[config.mk]
export PLATFORM = sky130hd
export DESIGN_NAME = mono_packer
export DESIGN_NICKNAME = d
export VERILOG_FILES = /design/src/rtl/mfb_pkg.sv /design/src/rtl/mfb_rst_sync.sv /design/src/rtl/mfb_scan.sv /design/src/rtl/mfb_pack.sv /design/src/rtl/mfb_out.sv /design/src/rtl/mono_packer.sv
export SDC_FILE = /design/constraint.sdc
export NUM_CORES = 1
export LEC_CHECK = 0
export BUFFER_PORTS_ARGS = -buffer_cell sky130_fd_sc_hd__buf_2
export CAP_MARGIN = 20
export CORE_MARGIN = 2
export CORE_UTILIZATION = 50
export CTS_CLUSTER_DIAMETER = 50
export DETAILED_ROUTE_END_ITERATION = 7
export PLACE_DENSITY_LB_ADDON = 0.08
export SLEW_MARGIN = 0
export SYNTH_ARGS = -nofsm -noshare
export SYNTH_HDL_FRONTEND = slang
export SYNTH_SLANG_ARGS = --single-unit
[constraint.sdc]
create_clock -name clk -period 4.84 [get_ports clk]
set_input_delay 0.242 -clock clk [delete_from_list [all_inputs] [get_ports clk]]
set_output_delay 0.242 -clock clk [all_outputs]
set_load 0.02 [all_outputs]
[src/rtl/mfb_pkg.sv]
package mfb_pkg;
  localparam int DEF_WIDTH  = 84;
  localparam int DEF_HEIGHT = 48;
  localparam int DEF_PIX_W  = 16;
  localparam int DEF_STRIP  = 8;

  typedef struct packed {
    logic vld;
    logic byte_end;
    logic frame_end;
  } ret_flags_t;
endpackage

[src/rtl/mfb_rst_sync.sv]
module mfb_rst_sync (
  input  logic clk,
  input  logic rst_n,
  output logic rst_sn
);
  logic [1:0] sync_q;

  always_ff @(posedge clk or negedge rst_n) begin
    if (!rst_n) sync_q <= 2'b00;
    else        sync_q <= {sync_q[0], 1'b1};
  end

  assign rst_sn = sync_q[1];
endmodule

[src/rtl/mfb_scan.sv]
module mfb_scan #(
  parameter int WIDTH  = 84,
  parameter int HEIGHT = 48,
  parameter int STRIP  = 8,
  localparam int GROUPS = HEIGHT / STRIP,
  localparam int XW     = (WIDTH  > 1) ? $clog2(WIDTH)  : 1,
  localparam int GW     = (GROUPS > 1) ? $clog2(GROUPS) : 1,
  localparam int RW     = (STRIP  > 1) ? $clog2(STRIP)  : 1,
  localparam int AW     = $clog2(WIDTH * HEIGHT)
) (
  input  logic          clk,
  input  logic          rst_n,
  input  logic          go,
  input  logic          adv,
  output logic          active,
  output logic [AW-1:0] addr,
  output logic [RW-1:0] bit_idx,
  output logic          byte_end,
  output logic          frame_end
);
  logic [XW-1:0] x_q, x_d;
  logic [GW-1:0] g_q, g_d;
  logic [RW-1:0] r_q, r_d;
  logic          act_q, act_d;
  logic          grp_end, col_end;
  logic [AW-1:0] row_w;

  assign byte_end  = (r_q == RW'(STRIP - 1));
  assign grp_end   = (g_q == GW'(GROUPS - 1));
  assign col_end   = (x_q == XW'(WIDTH - 1));
  assign frame_end = byte_end && grp_end && col_end;

  always_comb begin
    row_w = AW'(g_q) * AW'(STRIP) + AW'(r_q);
    addr  = row_w * AW'(WIDTH) + AW'(x_q);
  end

  always_comb begin
    x_d   = x_q;
    g_d   = g_q;
    r_d   = r_q;
    act_d = act_q;
    if (go) begin
      x_d   = '0;
      g_d   = '0;
      r_d   = '0;
      act_d = 1'b1;
    end else if (adv) begin
      r_d = r_q + RW'(1);
      if (byte_end) begin
        r_d = '0;
        g_d = g_q + GW'(1);
        if (grp_end) begin
          g_d = '0;
          x_d = x_q + XW'(1);
          if (col_end) begin
            x_d   = '0;
            act_d = 1'b0;
          end
        end
      end
    end
  end

  always_ff @(posedge clk or negedge rst_n) begin
    if (!rst_n) begin
      x_q   <= '0;
      g_q   <= '0;
      r_q   <= '0;
      act_q <= 1'b0;
    end else if (go || adv) begin
      x_q   <= x_d;
      g_q   <= g_d;
      r_q   <= r_d;
      act_q <= act_d;
    end
  end

  assign active  = act_q;
  assign bit_idx = r_q;
endmodule

[src/rtl/mfb_pack.sv]
module mfb_pack #(
  parameter int STRIP = 8,
  parameter int PIX_W = 16,
  localparam int RW   = (STRIP > 1) ? $clog2(STRIP) : 1
) (
  input  logic             clk,
  input  logic             rst_n,
  input  logic             en,
  input  logic [RW-1:0]    bit_idx,
  input  logic [PIX_W-1:0] pix,
  output logic [STRIP-1:0] merged
);
  logic [STRIP-1:0] acc_q;

  always_comb begin
    merged = acc_q;
    merged[bit_idx] = |pix;
  end

  always_ff @(posedge clk or negedge rst_n) begin
    if (!rst_n)  acc_q <= '0;
    else if (en) acc_q <= merged;
  end
endmodule

[src/rtl/mfb_out.sv]
module mfb_out #(
  parameter int DW = 8
) (
  input  logic          clk,
  input  logic          rst_n,
  input  logic          load,
  input  logic [DW-1:0] din,
  input  logic          lin,
  input  logic          ready,
  output logic          valid,
  output logic [DW-1:0] dout,
  output logic          lout,
  output logic          accept
);
  logic valid_d;

  assign accept = valid && ready;

  always_comb begin
    valid_d = valid;
    if (load)        valid_d = 1'b1;
    else if (accept) valid_d = 1'b0;
  end

  always_ff @(posedge clk or negedge rst_n) begin
    if (!rst_n) valid <= 1'b0;
    else        valid <= valid_d;
  end

  always_ff @(posedge clk or negedge rst_n) begin
    if (!rst_n) begin
      dout <= '0;
      lout <= 1'b0;
    end else if (load) begin
      dout <= din;
      lout <= lin;
    end
  end
endmodule

[src/rtl/mono_packer.sv]
module mono_packer
  import mfb_pkg::*;
#(
  parameter int WIDTH  = DEF_WIDTH,
  parameter int HEIGHT = DEF_HEIGHT,
  parameter int PIX_W  = DEF_PIX_W,
  parameter int STRIP  = DEF_STRIP,
  localparam int AW    = $clog2(WIDTH * HEIGHT),
  localparam int RW    = (STRIP > 1) ? $clog2(STRIP) : 1
) (
  input  logic             clk,
  input  logic             rst_n,
  input  logic             start,
  output logic             rd_en,
  output logic [AW-1:0]    rd_addr,
  input  logic [PIX_W-1:0] rd_data,
  output logic [STRIP-1:0] byte_data,
  output logic             byte_valid,
  input  logic             byte_ready,
  output logic             done
);
  logic             rst_sn;
  logic             busy_q, busy_d;
  logic             done_d;
  logic             go, stall, active;
  logic [RW-1:0]    scan_idx, ret_idx;
  logic             scan_bend, scan_fend;
  ret_flags_t       ret_q, ret_d;
  logic [STRIP-1:0] merged;
  logic             out_last, accept;

  mfb_rst_sync u_rst (.clk(clk), .rst_n(rst_n), .rst_sn(rst_sn));

  assign go    = start && !busy_q;
  assign stall = byte_valid && !byte_ready;
  assign rd_en = active && !stall;

  mfb_scan #(.WIDTH(WIDTH), .HEIGHT(HEIGHT), .STRIP(STRIP)) u_scan (
    .clk(clk), .rst_n(rst_sn), .go(go), .adv(rd_en), .active(active),
    .addr(rd_addr), .bit_idx(scan_idx), .byte_end(scan_bend),
    .frame_end(scan_fend)
  );

  always_comb begin
    ret_d.vld       = rd_en;
    ret_d.byte_end  = rd_en && scan_bend;
    ret_d.frame_end = rd_en && scan_fend;
  end

  always_ff @(posedge clk or negedge rst_sn) begin
    if (!rst_sn) begin
      ret_q   <= '0;
      ret_idx <= '0;
    end else begin
      ret_q <= ret_d;
      if (rd_en) ret_idx <= scan_idx;
    end
  end

  mfb_pack #(.STRIP(STRIP), .PIX_W(PIX_W)) u_pack (
    .clk(clk), .rst_n(rst_sn), .en(ret_q.vld), .bit_idx(ret_idx),
    .pix(rd_data), .merged(merged)
  );

  mfb_out #(.DW(STRIP)) u_out (
    .clk(clk), .rst_n(rst_sn), .load(ret_q.byte_end), .din(merged),
    .lin(ret_q.frame_end), .ready(byte_ready), .valid(byte_valid),
    .dout(byte_data), .lout(out_last), .accept(accept)
  );

  always_comb begin
    busy_d = busy_q;
    if (go)                       busy_d = 1'b1;
    else if (accept && out_last)  busy_d = 1'b0;
    done_d = accept && out_last;
  end

  always_ff @(posedge clk or negedge rst_sn) begin
    if (!rst_sn) begin
      busy_q <= 1'b0;
      done   <= 1'b0;
    end else begin
      busy_q <= busy_d;
      done   <= done_d;
    end
  end
endmodule

==> flow_metrics.tcl, run 1 <==
set metrics [dict create \
    status "finished, final reports clean" \
    r2r-end "u_scan.x_q[5]" \
    max_stage_delay_ps 460 \
    grt_first_pass_wirelength_mm 8.14 \
    die_x_um 77.2 \
    ctsResizeCount 0 \
    cp_slowest_cell "dfrtp_1" \
    grt_overflow_total 0 \
    syn-num-nets 300 \
    area_growth_pct 13.4 \
    finalInstanceArea_sq_um 3040 \
    cts.htree.levels 2 \
    final_nets 343 \
    diodes 0 \
    power.density_nw_per_um2 195 \
    ff2ff_path_depth 7 \
    cts_buffers 5 \
    reg2reg_from "u_scan.bit_idx[1]" \
    cts_tree "yes" \
    io_buffers 42 \
    max_slew.worst_pin.slew_ps 537 \
    min_period_ps 3530 \
    drtPass1Iterations 4 \
    setup_slack_ps 1310 \
    max_cap_violations 0 \
    grt_pass1_vias 1746 \
    ys_seq_area_frac 0.392 \
    die_area_sq_um 5970 \
    grt.total_usage 0.170 \
    setup_viol 0 \
    path_clk_slew_ps 80 \
    worstSetupPathType "reg2out" \
    pre_cts_ws_ps 1650 \
    fmax_ghz 0.283 \
    fp.coreArea_sq_um 5140 \
    drt-initial-drc-count 54 \
    antenna_found_initial 0 \
    vias_per_cell 5.21 \
    avgSynthCellArea_sq_um 10.6 \
    rsz0062_at_grt "no" \
    critPathCaptureType "output pin" \
    drv_slew 0 \
    place_hpwl_mm 3.65 \
    finClkSkew_ps 8.18 \
    yosysWarnings 0 \
    numClockSinks 42 \
    power.total_mw 0.592 \
    final_core_util 0.592 \
    gp_congestion 0.818 \
    required_ps 4600 \
    grt_max_degree 28 \
    start_util 0.522 \
    ff2ff_setup_slack_ps 2850 \
    ir_worst_vdd_mv 0.196 \
    p_leak_nw 1.57 \
    clkLatencyLatePin_ps 290 \
    fillCellCount 470 \
    netlist_area_sq_um 2680 \
    layout-drive-gt1-share 0.293 \
    fin_cells 367 \
    cts_setup_buffers 0 \
    cts-root-buf "clkbuf_8" \
    hold_viol 0 \
    cpMostUsedCell "ha_1" \
    wl_per_cell_um 13.0 \
    routed_wirelength_mm 4.79 \
    syn_inst 253 \
    yosys_register_bits 42 \
    whs_ps 223 \
    hold_class "reg2async" \
    ios 43 \
    synth_cell_types 41 \
    placed_area_sq_um 2940 \
    worstPathCellList "ha_1 > ha_1 > ha_1 > ha_1 > a41oi_2 > nand2_1 > xor2_1 > o2111ai_1 > xnor2_1 > buf_2" \
    clockBufferDepth 2 \
    rows 26 \
    ant_nets 0 \
    crit_fanout 6 \
    via_count 1912 \
    cp-start-kind "flop" \
    die_h_um 77.2 \
    fin_tns_setup_ps 0 \
    postCtsHoldBufs 1 \
    slew_headroom 0.642 \
    arrival_ps 3290 \
    place_inst 358 \
    drc 0 \
    min_period_over_period 0.729 \
]
-- metal layers --
| layer | GRT usage | vias to the layer above | routed length, um |
|---|---|---|---|
| met1 | 0.243 | 892 | 2450 |
| met5 | 0 | - | 0 |
| met3 | 0.0435 | 2 | 214 |
| met4 | 0.0607 | 0 | 44 |
| li1 | - | 976 | - |
| met2 | 0.250 | 42 | 2080 |
-- cell families after synthesis --
group / share of synthesized area
other cells: 0.00140
mux: 0.120
xor+xnor: 0.0686
buf+inv: 0.0322
fa+ha+maj: 0.129
flops: 0.392
compound gates: 0.0695
simple gates: 0.188
-- cell usage after synthesis, drive strengths merged --
cell type / instances / share of area
nand3: 7 / 0.013
inv: 11 / 0.015
xnor2: 13 / 0.042
nor2: 19 / 0.027
a21oi: 10 / 0.020
and2: 3 / 0.0070
o311ai: 1 / 0.0061
nor3: 5 / 0.0093
mux2: 28 / 0.12
nor4b: 1 / 0.0033
nor2b: 6 / 0.014
ha: 26 / 0.12
and3: 5 / 0.012
o211ai: 1 / 0.0028
clkbuf: 5 / 0.0070
fa: 1 / 0.0075
a41oi: 1 / 0.0061
nand3b: 1 / 0.0028
or3b: 1 / 0.0033
buf: 3 / 0.0098
dfrtp: 42 / 0.39
nand2b: 6 / 0.014
nor4: 4 / 0.019
o31ai: 1 / 0.0079
o21ai: 6 / 0.011
a211oi: 1 / 0.0028
o2111ai: 1 / 0.0033
a21o: 1 / 0.0028
nand4: 9 / 0.026
a211o: 1 / 0.0033
nand2: 19 / 0.027
conb: 1 / 0.0014
nor3b: 3 / 0.0084
xor2: 8 / 0.026
a311oi: 1 / 0.0033
nand4b: 1 / 0.0033
-- registers in the layout, summed over array words and instances (netlist names), 2 cells and up --
register        flops
u_pack.acc_q        8
ret_idx             3
u_scan.g_q          3
u_rst.sync_q        2
u_scan.x_q          7
ret_q               3
u_scan.bit_idx      3
u_out.dout          8
-- worst max-delay path, delay by kind of cell (launching register included) --
kind	cells	cell delay, ps
AOI/OAI and AO/OA	2	430
xor gates and xnor gates	2	490
adders and majority gates	4	1320
buffers and inverters	1	180
DFF	1	460
and+or+nand+nor	1	120
-- cells in the final DEF, fill, tap and decap left out, types with 8 or more instances in the layout --
cell     synthesis  layout
xor2_1           8       8
inv_1           11      11
a21oi_1          9       9
dfrtp_1         42      42
nor2_1          19      19
buf_2            0      42
mux2_2          24      24
xnor2_1         13      13
nand2_1         19      19
ha_1            26      26
-- layout make-up --
class / count / area (sq um) / share of cell area
clock inverter: 3 / 21.3 / 0.00699
multi-input combinational: 192 / 1550 / 0.508
timing repair buffer: 44 / 228 / 0.0748
sequential: 42 / 1050 / 0.345
inverter: 11 / 41.3 / 0.0136
clock buffer: 5 / 68.8 / 0.0226
tap: 70 / 87.6 / 0.0288
-- how the worst max path moves through the flow --
stage	to	slack [ps]	cells past startpoint	start
after floorplan	rd_addr[11]	1800	9	u_scan.bit_idx[1]
after global placement	rd_addr[10]	1660	10	u_scan.bit_idx[1]
after detailed placement	rd_addr[10]	1650	10	u_scan.bit_idx[1]
after CTS	rd_addr[10]	1300	10	u_scan.bit_idx[1]
after global routing	rd_addr[10]	1100	10	u_scan.bit_idx[1]
final	rd_addr[10]	1310	10	u_scan.bit_idx[1]
-- power breakdown --
group          leakage, nW  switching, mW  internal, mW
logic                0.986        0.00832       0.00748
clock network       0.0441          0.122         0.101
registers            0.535        0.00219         0.351
Note: power is estimated with default switching activity, not from simulation.
==> run 2, diff against run 1 <==
--- a/config.mk
+++ b/config.mk
@@ -5,6 +5,7 @@
 export SDC_FILE = /design/constraint.sdc
 export NUM_CORES = 1
 export LEC_CHECK = 0
+export ABC_AREA = 1
 export BUFFER_PORTS_ARGS = -buffer_cell sky130_fd_sc_hd__buf_2
 export CAP_MARGIN = 20
 export CORE_MARGIN = 2
==> constraint.sdc (replaced) <==
create_clock -name clk -period 3.2 [get_ports clk]
set_input_delay 0.16 -clock clk [delete_from_list [all_inputs] [get_ports clk]]
set_output_delay 0.16 -clock clk [all_outputs]
set_load 0.02 [all_outputs]
==> run 2 against run 1 <==
Effect of this change:
- critical path depth increased by 5
- highest routed layer unchanged
- worst setup slack got worse by 1100 ps
- worst hold slack got worse by 130 ps
- synthesized cell count increased by 33%
- die area increased by 1.6%
- clock-buffer cell count unchanged
- non-clock buffer count increased by 6
- first-iteration DRC count increased by 11%
- final area increased by 7.7%
==> flow_metrics.tcl, run 2 <==
set metrics [dict create \
    wl_per_cell_um 11.7 \
    cts-root-buf "clkbuf_8" \
    diodes 0 \
    die_h_um 77.9 \
    path_depth 15 \
    cts.htree.levels 2 \
    synth_top_area_cell "dfrtp_1" \
    crit_fanout 4 \
    fmax_ghz 0.335 \
    clkLatencyLatePin_ps 310 \
    arrival_ps 2830 \
    critPathCaptureType "output pin" \
    synthArstFlopShare 1.00 \
    ys.flop_type "dfrtp_1" \
    synth_cell_types 39 \
    ant_nets 0 \
    yosys_register_bits 42 \
    yosysWarnings 0 \
    hold_class "reg2async" \
    pre_cts_ws_ps 295 \
    grt_max_degree 26 \
    reg_top3 "u_out.dout: 8 flops, u_pack.acc_q: 8 flops, u_scan.x_q: 7 flops" \
    grt.total_usage 0.196 \
    synthTopCellsByCount "73 x nand2_1, 43 x inv_1, 42 x dfrtp_1" \
    ios 43 \
    cp_top_family "adder cells" \
    start_util 0.528 \
    syn_inst 336 \
    max_cap_violations 0 \
    setup_slack_ps 214 \
    fillCellCount 448 \
    grt_overflow_total 0 \
    synth.most_common_cell "nand2_1" \
    place_hpwl_mm 4.02 \
    via_count 2286 \
    required_ps 3040 \
    vias_per_cell 5.01 \
    die_area_sq_um 6060 \
    synth_area_leaders "dfrtp_1 39%, ha_1 12%, nand2_1 10%, inv_1 5.9%, nand3_1 5.7%" \
    die_x_um 77.9 \
    drc 0 \
    routed_wirelength_mm 5.36 \
    startpoint "u_scan.bit_idx[0]" \
    ff2ff_setup_slack_ps 1500 \
    area_growth_pct 20.1 \
    r2r-end "u_scan.x_q[3]" \
    cp_slowest_cell "dfrtp_1" \
    drt-initial-drc-count 60 \
    finClkSkew_ps 15.2 \
    avgSynthCellArea_sq_um 8.12 \
    path_buf_inv 3 \
    synth_edf_count 0 \
    worstSetupPathType "reg2out" \
    fin_tns_setup_ps 0 \
    cts_buffers 5 \
    final_nets 432 \
    path_clk_slew_ps 80 \
    cpMostUsedCell "nand2_1" \
    grt_first_pass_wirelength_mm 9.67 \
    drtPass1Iterations 5 \
    cp-start-kind "flop" \
    setup_viol 0 \
    layout-drive-gt1-share 0.236 \
    rows 26 \
    ys_seq_area_frac 0.385 \
    max_stage_delay_ps 420 \
    endpoint "rd_addr[11]" \
    fp.coreArea_sq_um 5170 \
    io_buffers 42 \
    worstPathCellList "ha_4 > ha_4 > inv_1 > nand2_1 > nand2_1 > ha_1 > ha_4 > nand2_1 > inv_1 > nand4_1 > nand3_2 > nand3_2 > o21bai_1 > nand2_1 > buf_2" \
    status "finished, final reports clean" \
    cts_tree "yes" \
    synth_top_cell_area_share 0.385 \
    numClockSinks 42 \
    final_cell_mix "72 x nand2_1, 43 x inv_1, 42 x buf_2" \
    syn-num-nets 383 \
    reg2reg_from "u_scan.bit_idx[0]" \
    gp_congestion 0.840 \
    layout_commonest_cell "nand2_1" \
    antenna_found_initial 0 \
    drv_slew 0 \
    min_period_over_period 0.933 \
    netlist_area_sq_um 2730 \
    ff2ff_path_depth 7 \
    hold_viol 0 \
    min_period_ps 2990 \
    rsz0062_at_grt "no" \
    clockBufferDepth 2 \
    grt_pass1_vias 2186 \
]
-- run 2: cell count changes after synthesis, moves of 5 or more --
cell / before / now
inv_1: 11 / 43
inv_2: 0 / 7
mux2_2: 24 / 0
mux2i_1: 0 / 8
nand2_1: 19 / 73
nand2_2: 0 / 5
nand2b_1: 6 / 0
nand3_1: 7 / 31
nor2_1: 19 / 12
nor2b_1: 6 / 0
o21ai_0: 6 / 16
o21ai_1: 0 / 15
xnor2_1: 13 / 4
-- run 2: timing repair --
action,4_1_cts,5_1_grt
setup endpoints to repair,1,5
buffers inserted,2,2
pin swaps,0,3
hold endpoints to repair,2,0
hold buffers,1,0
gates resized for setup,0,16
gates cloned,0,0
-- run 2: how the worst min path moves through the flow --
stage,startpoint,endpoint,cells after the start
after floorplan,rst_n,u_rst.sync_q[0],0
after global placement,rst_n,u_rst.sync_q[0],1
after detailed placement,rst_n,u_rst.sync_q[0],1
after CTS,byte_ready,done,3
after global routing,byte_ready,done,3
final,u_rst.sync_q[1],u_out.dout[2],0
-- run 2: logic make-up (layout without fill, tap and decap cells) --
family | Yosys count | in the layout | share of synthesized area
other | 1 | 1 | 0.00137
flip-flops | 42 | 42 | 0.385
AO/OA/AOI/OAI | 45 | 45 | 0.0935
multiplexers | 8 | 8 | 0.0293
XOR/XNOR | 12 | 12 | 0.0413
buffers and inverters | 59 | 109 | 0.0867
adder cells (fa/ha/maj) | 27 | 27 | 0.127
AND/OR/NAND/NOR | 142 | 142 | 0.236
-- run 2: per-layer routing --
layer	global-route usage	vias to the layer above	wire [um]
li1	-	1201	-
met1	0.258	1035	2630
met2	0.327	44	2450
met3	0.0453	6	227
met4	0.0482	0	51
met5	0	-	0
-- run 2: through the flow --
stage	hold slack [ps]	utilization	instances	cell area (sq um)
6_report	95.5	0.634	456	3280
3_5_place_dp	-52.3	0.579	442	3000
3_3_place_gp	-55.2	0.579	442	3000
4_1_cts	95.1	0.602	453	3120
5_1_grt	105	0.634	456	3280
2_1_floorplan	-136	-	336	2730
-- run 2: worst register-to-register path, delay by kind of cell, from the launching register on --
kind | cells | cell delay [ps]
buffers and inverters | 1 | 160
DFF | 1 | 420
and+or+nand+nor | 4 | 640
adders and majority gates | 2 | 410
-- run 2: layout make-up --
class | instances | area (sq um) | share of cell area
multi-input cells | 235 | 1560 | 0.475
flip-flops and latches | 42 | 1050 | 0.321
repair buffers | 50 | 293 | 0.0893
inverters | 51 | 191 | 0.0584
clock buffers | 5 | 68.8 | 0.0210
well taps | 70 | 87.6 | 0.0267
clock inverters | 3 | 25.0 | 0.00764
Power of run 2 is left out: the tool's default activity adds up to more than one toggle a clock period on the data nets, which glitch-free logic cannot reach.
==> run 3, diff against run 2 <==
--- a/config.mk
+++ b/config.mk
@@ -12,7 +12,7 @@
 export CORE_UTILIZATION = 50
 export CTS_CLUSTER_DIAMETER = 50
 export DETAILED_ROUTE_END_ITERATION = 7
-export PLACE_DENSITY_LB_ADDON = 0.08
+export PLACE_DENSITY = 0.85
 export SLEW_MARGIN = 0
 export SYNTH_ARGS = -nofsm -noshare
 export SYNTH_HDL_FRONTEND = slang
==> run 3 against run 2 <==
Effect of this change:
- utilization shrank 0.65 points
- clock-buffer cell count grew 2
- clock skew shrank 9.8 ps
- cell count shrank 0.44%
- die area is the same
- final area shrank 1.0%
- sequential share of layout area grew 0.37 points
- via count grew 4.9%
==> flow_metrics.tcl, run 3 (synthesis gave the netlist of run 2 again) <==
set metrics [dict create \
    fmax_ghz 0.323 \
    drc 0 \
    die_x_um 77.9 \
    dr_wl_met3_um 168 \
    finalInstanceArea_sq_um 3240 \
    drv_slew 0 \
    path_clk_slew_ps 80 \
    arrival_ps 2940 \
    antenna_found_initial 0 \
    reg_top3 "u_out.dout: 8 flops, u_pack.acc_q: 8 flops, u_scan.x_q: 7 flops" \
    clkLatencyLatePin_ps 300 \
    numClockSinks 42 \
    cts-root-buf "clkbuf_8" \
    final_nets 430 \
    cts.htree.levels 2 \
    met1_length_mm 2.60 \
    crit_fanout 5 \
    ios 43 \
    start_util 0.528 \
    highest_layer "met4" \
    pre_cts_ws_ps 293 \
    grt.total_usage 0.204 \
    cp-start-kind "flop" \
    place_hpwl_mm 4.21 \
    min_period_ps 3100 \
    cts_tree "yes" \
    hold_viol 0 \
    drtPass1Iterations 4 \
    die_h_um 77.9 \
    die_area_sq_um 6060 \
    fin_tns_setup_ps 0 \
    setup_slack_ps 100 \
    finClkSkew_ps 5.38 \
    layout-drive-gt1-share 0.227 \
    grt_first_pass_wirelength_mm 10.1 \
    vias_per_cell 5.28 \
    setup_viol 0 \
    via_count 2399 \
    hold_class "in2reg" \
    grt_overflow_total 0 \
    status "finished, final reports clean" \
    dr_wl_met2_mm 3.09 \
    grt_max_degree 24 \
    grt_pass1_vias 2444 \
    cts_buffers 5 \
    wl_per_cell_um 13.1 \
    final_cell_mix "72 x nand2_1, 43 x inv_1, 42 x buf_2" \
    place_inst 441 \
    drt-initial-drc-count 110 \
    gp_congestion 0.856 \
    ant_nets 0 \
    area_growth_pct 18.8 \
    fin_cells 454 \
    placed_area_sq_um 2990 \
    critPathCaptureType "output pin" \
    max_slew.worst_pin.slew_ps 890 \
    routed_wirelength_mm 5.93 \
    required_ps 3040 \
    slew_headroom 0.407 \
    rows 26 \
    fp.coreArea_sq_um 5170 \
    diodes 0 \
    clockBufferDepth 2 \
    min_period_over_period 0.969 \
    io_buffers 42 \
    max_cap_violations 0 \
    layout_commonest_cell "nand2_1" \
    worstSetupPathType "reg2out" \
]
## run 3: what timing repair did
| action | CTS | global route |
|---|---|---|
| resized for setup | 0 | 16 |
| endpoints found under the setup margin | 1 | 5 |
| setup buffers | 2 | 2 |
| pin swaps | 0 | 1 |
| endpoints found under the hold margin | 2 | 0 |
| hold buffers | 1 | 0 |
## run 3: metrics by stage
stage / utilization / hold slack (ps)
floorplan: - / -136
global placement: 0.578 / -54.8
detailed placement: 0.578 / -52.4
CTS: 0.603 / 106
global route: 0.627 / 124
finish: 0.627 / 109
## run 3: final cells by class
type / count / area [sq um]
multi-input combinational: 235 / 1550
tap: 70 / 87.6
fill: 414 / 1930
inverter: 51 / 191
clock inverter: 1 / 30.0
timing repair buffer: 48 / 258
sequential: 42 / 1050
clock buffer: 7 / 76.3
## run 3: worst paths after layout
kind	start	end	slack (ps)	cells after the start
setup / recovery	u_scan.bit_idx[2]	rd_addr[11]	100	14
hold / removal	byte_ready	done	110	3
setup reg to reg	u_scan.x_q[0]	u_scan.active	1470	7
hold reg to reg	u_rst.sync_q[0]	u_rst.sync_q[1]	370	0
max in group asynchronous	u_rst.sync_q[1]	u_scan.g_q[0]	2050	1
min in group asynchronous	rst_n	u_rst.sync_q[1]	180	2
## run 3: worst max-delay path: stages, from the launching register on
cell,delay [ps]
dfrtp_1,420
buf_4,170
ha_1,220
ha_1,290
ha_1,340
ha_4,300
nand2_1,80
inv_1,100
nand4_1,140
nand3_2,120
nand2_1,70
nor2_1,90
nand3_1,70
nand2_1,60
buf_2,150
## run 3: routing by layer
layer  up-vias  global-route usage
met5         -                   0
met4         0              0.0589
met1      1158               0.239
li1       1190                   -
met2        41               0.376
met3        10              0.0395
Power of run 3 is left out for the same reason.
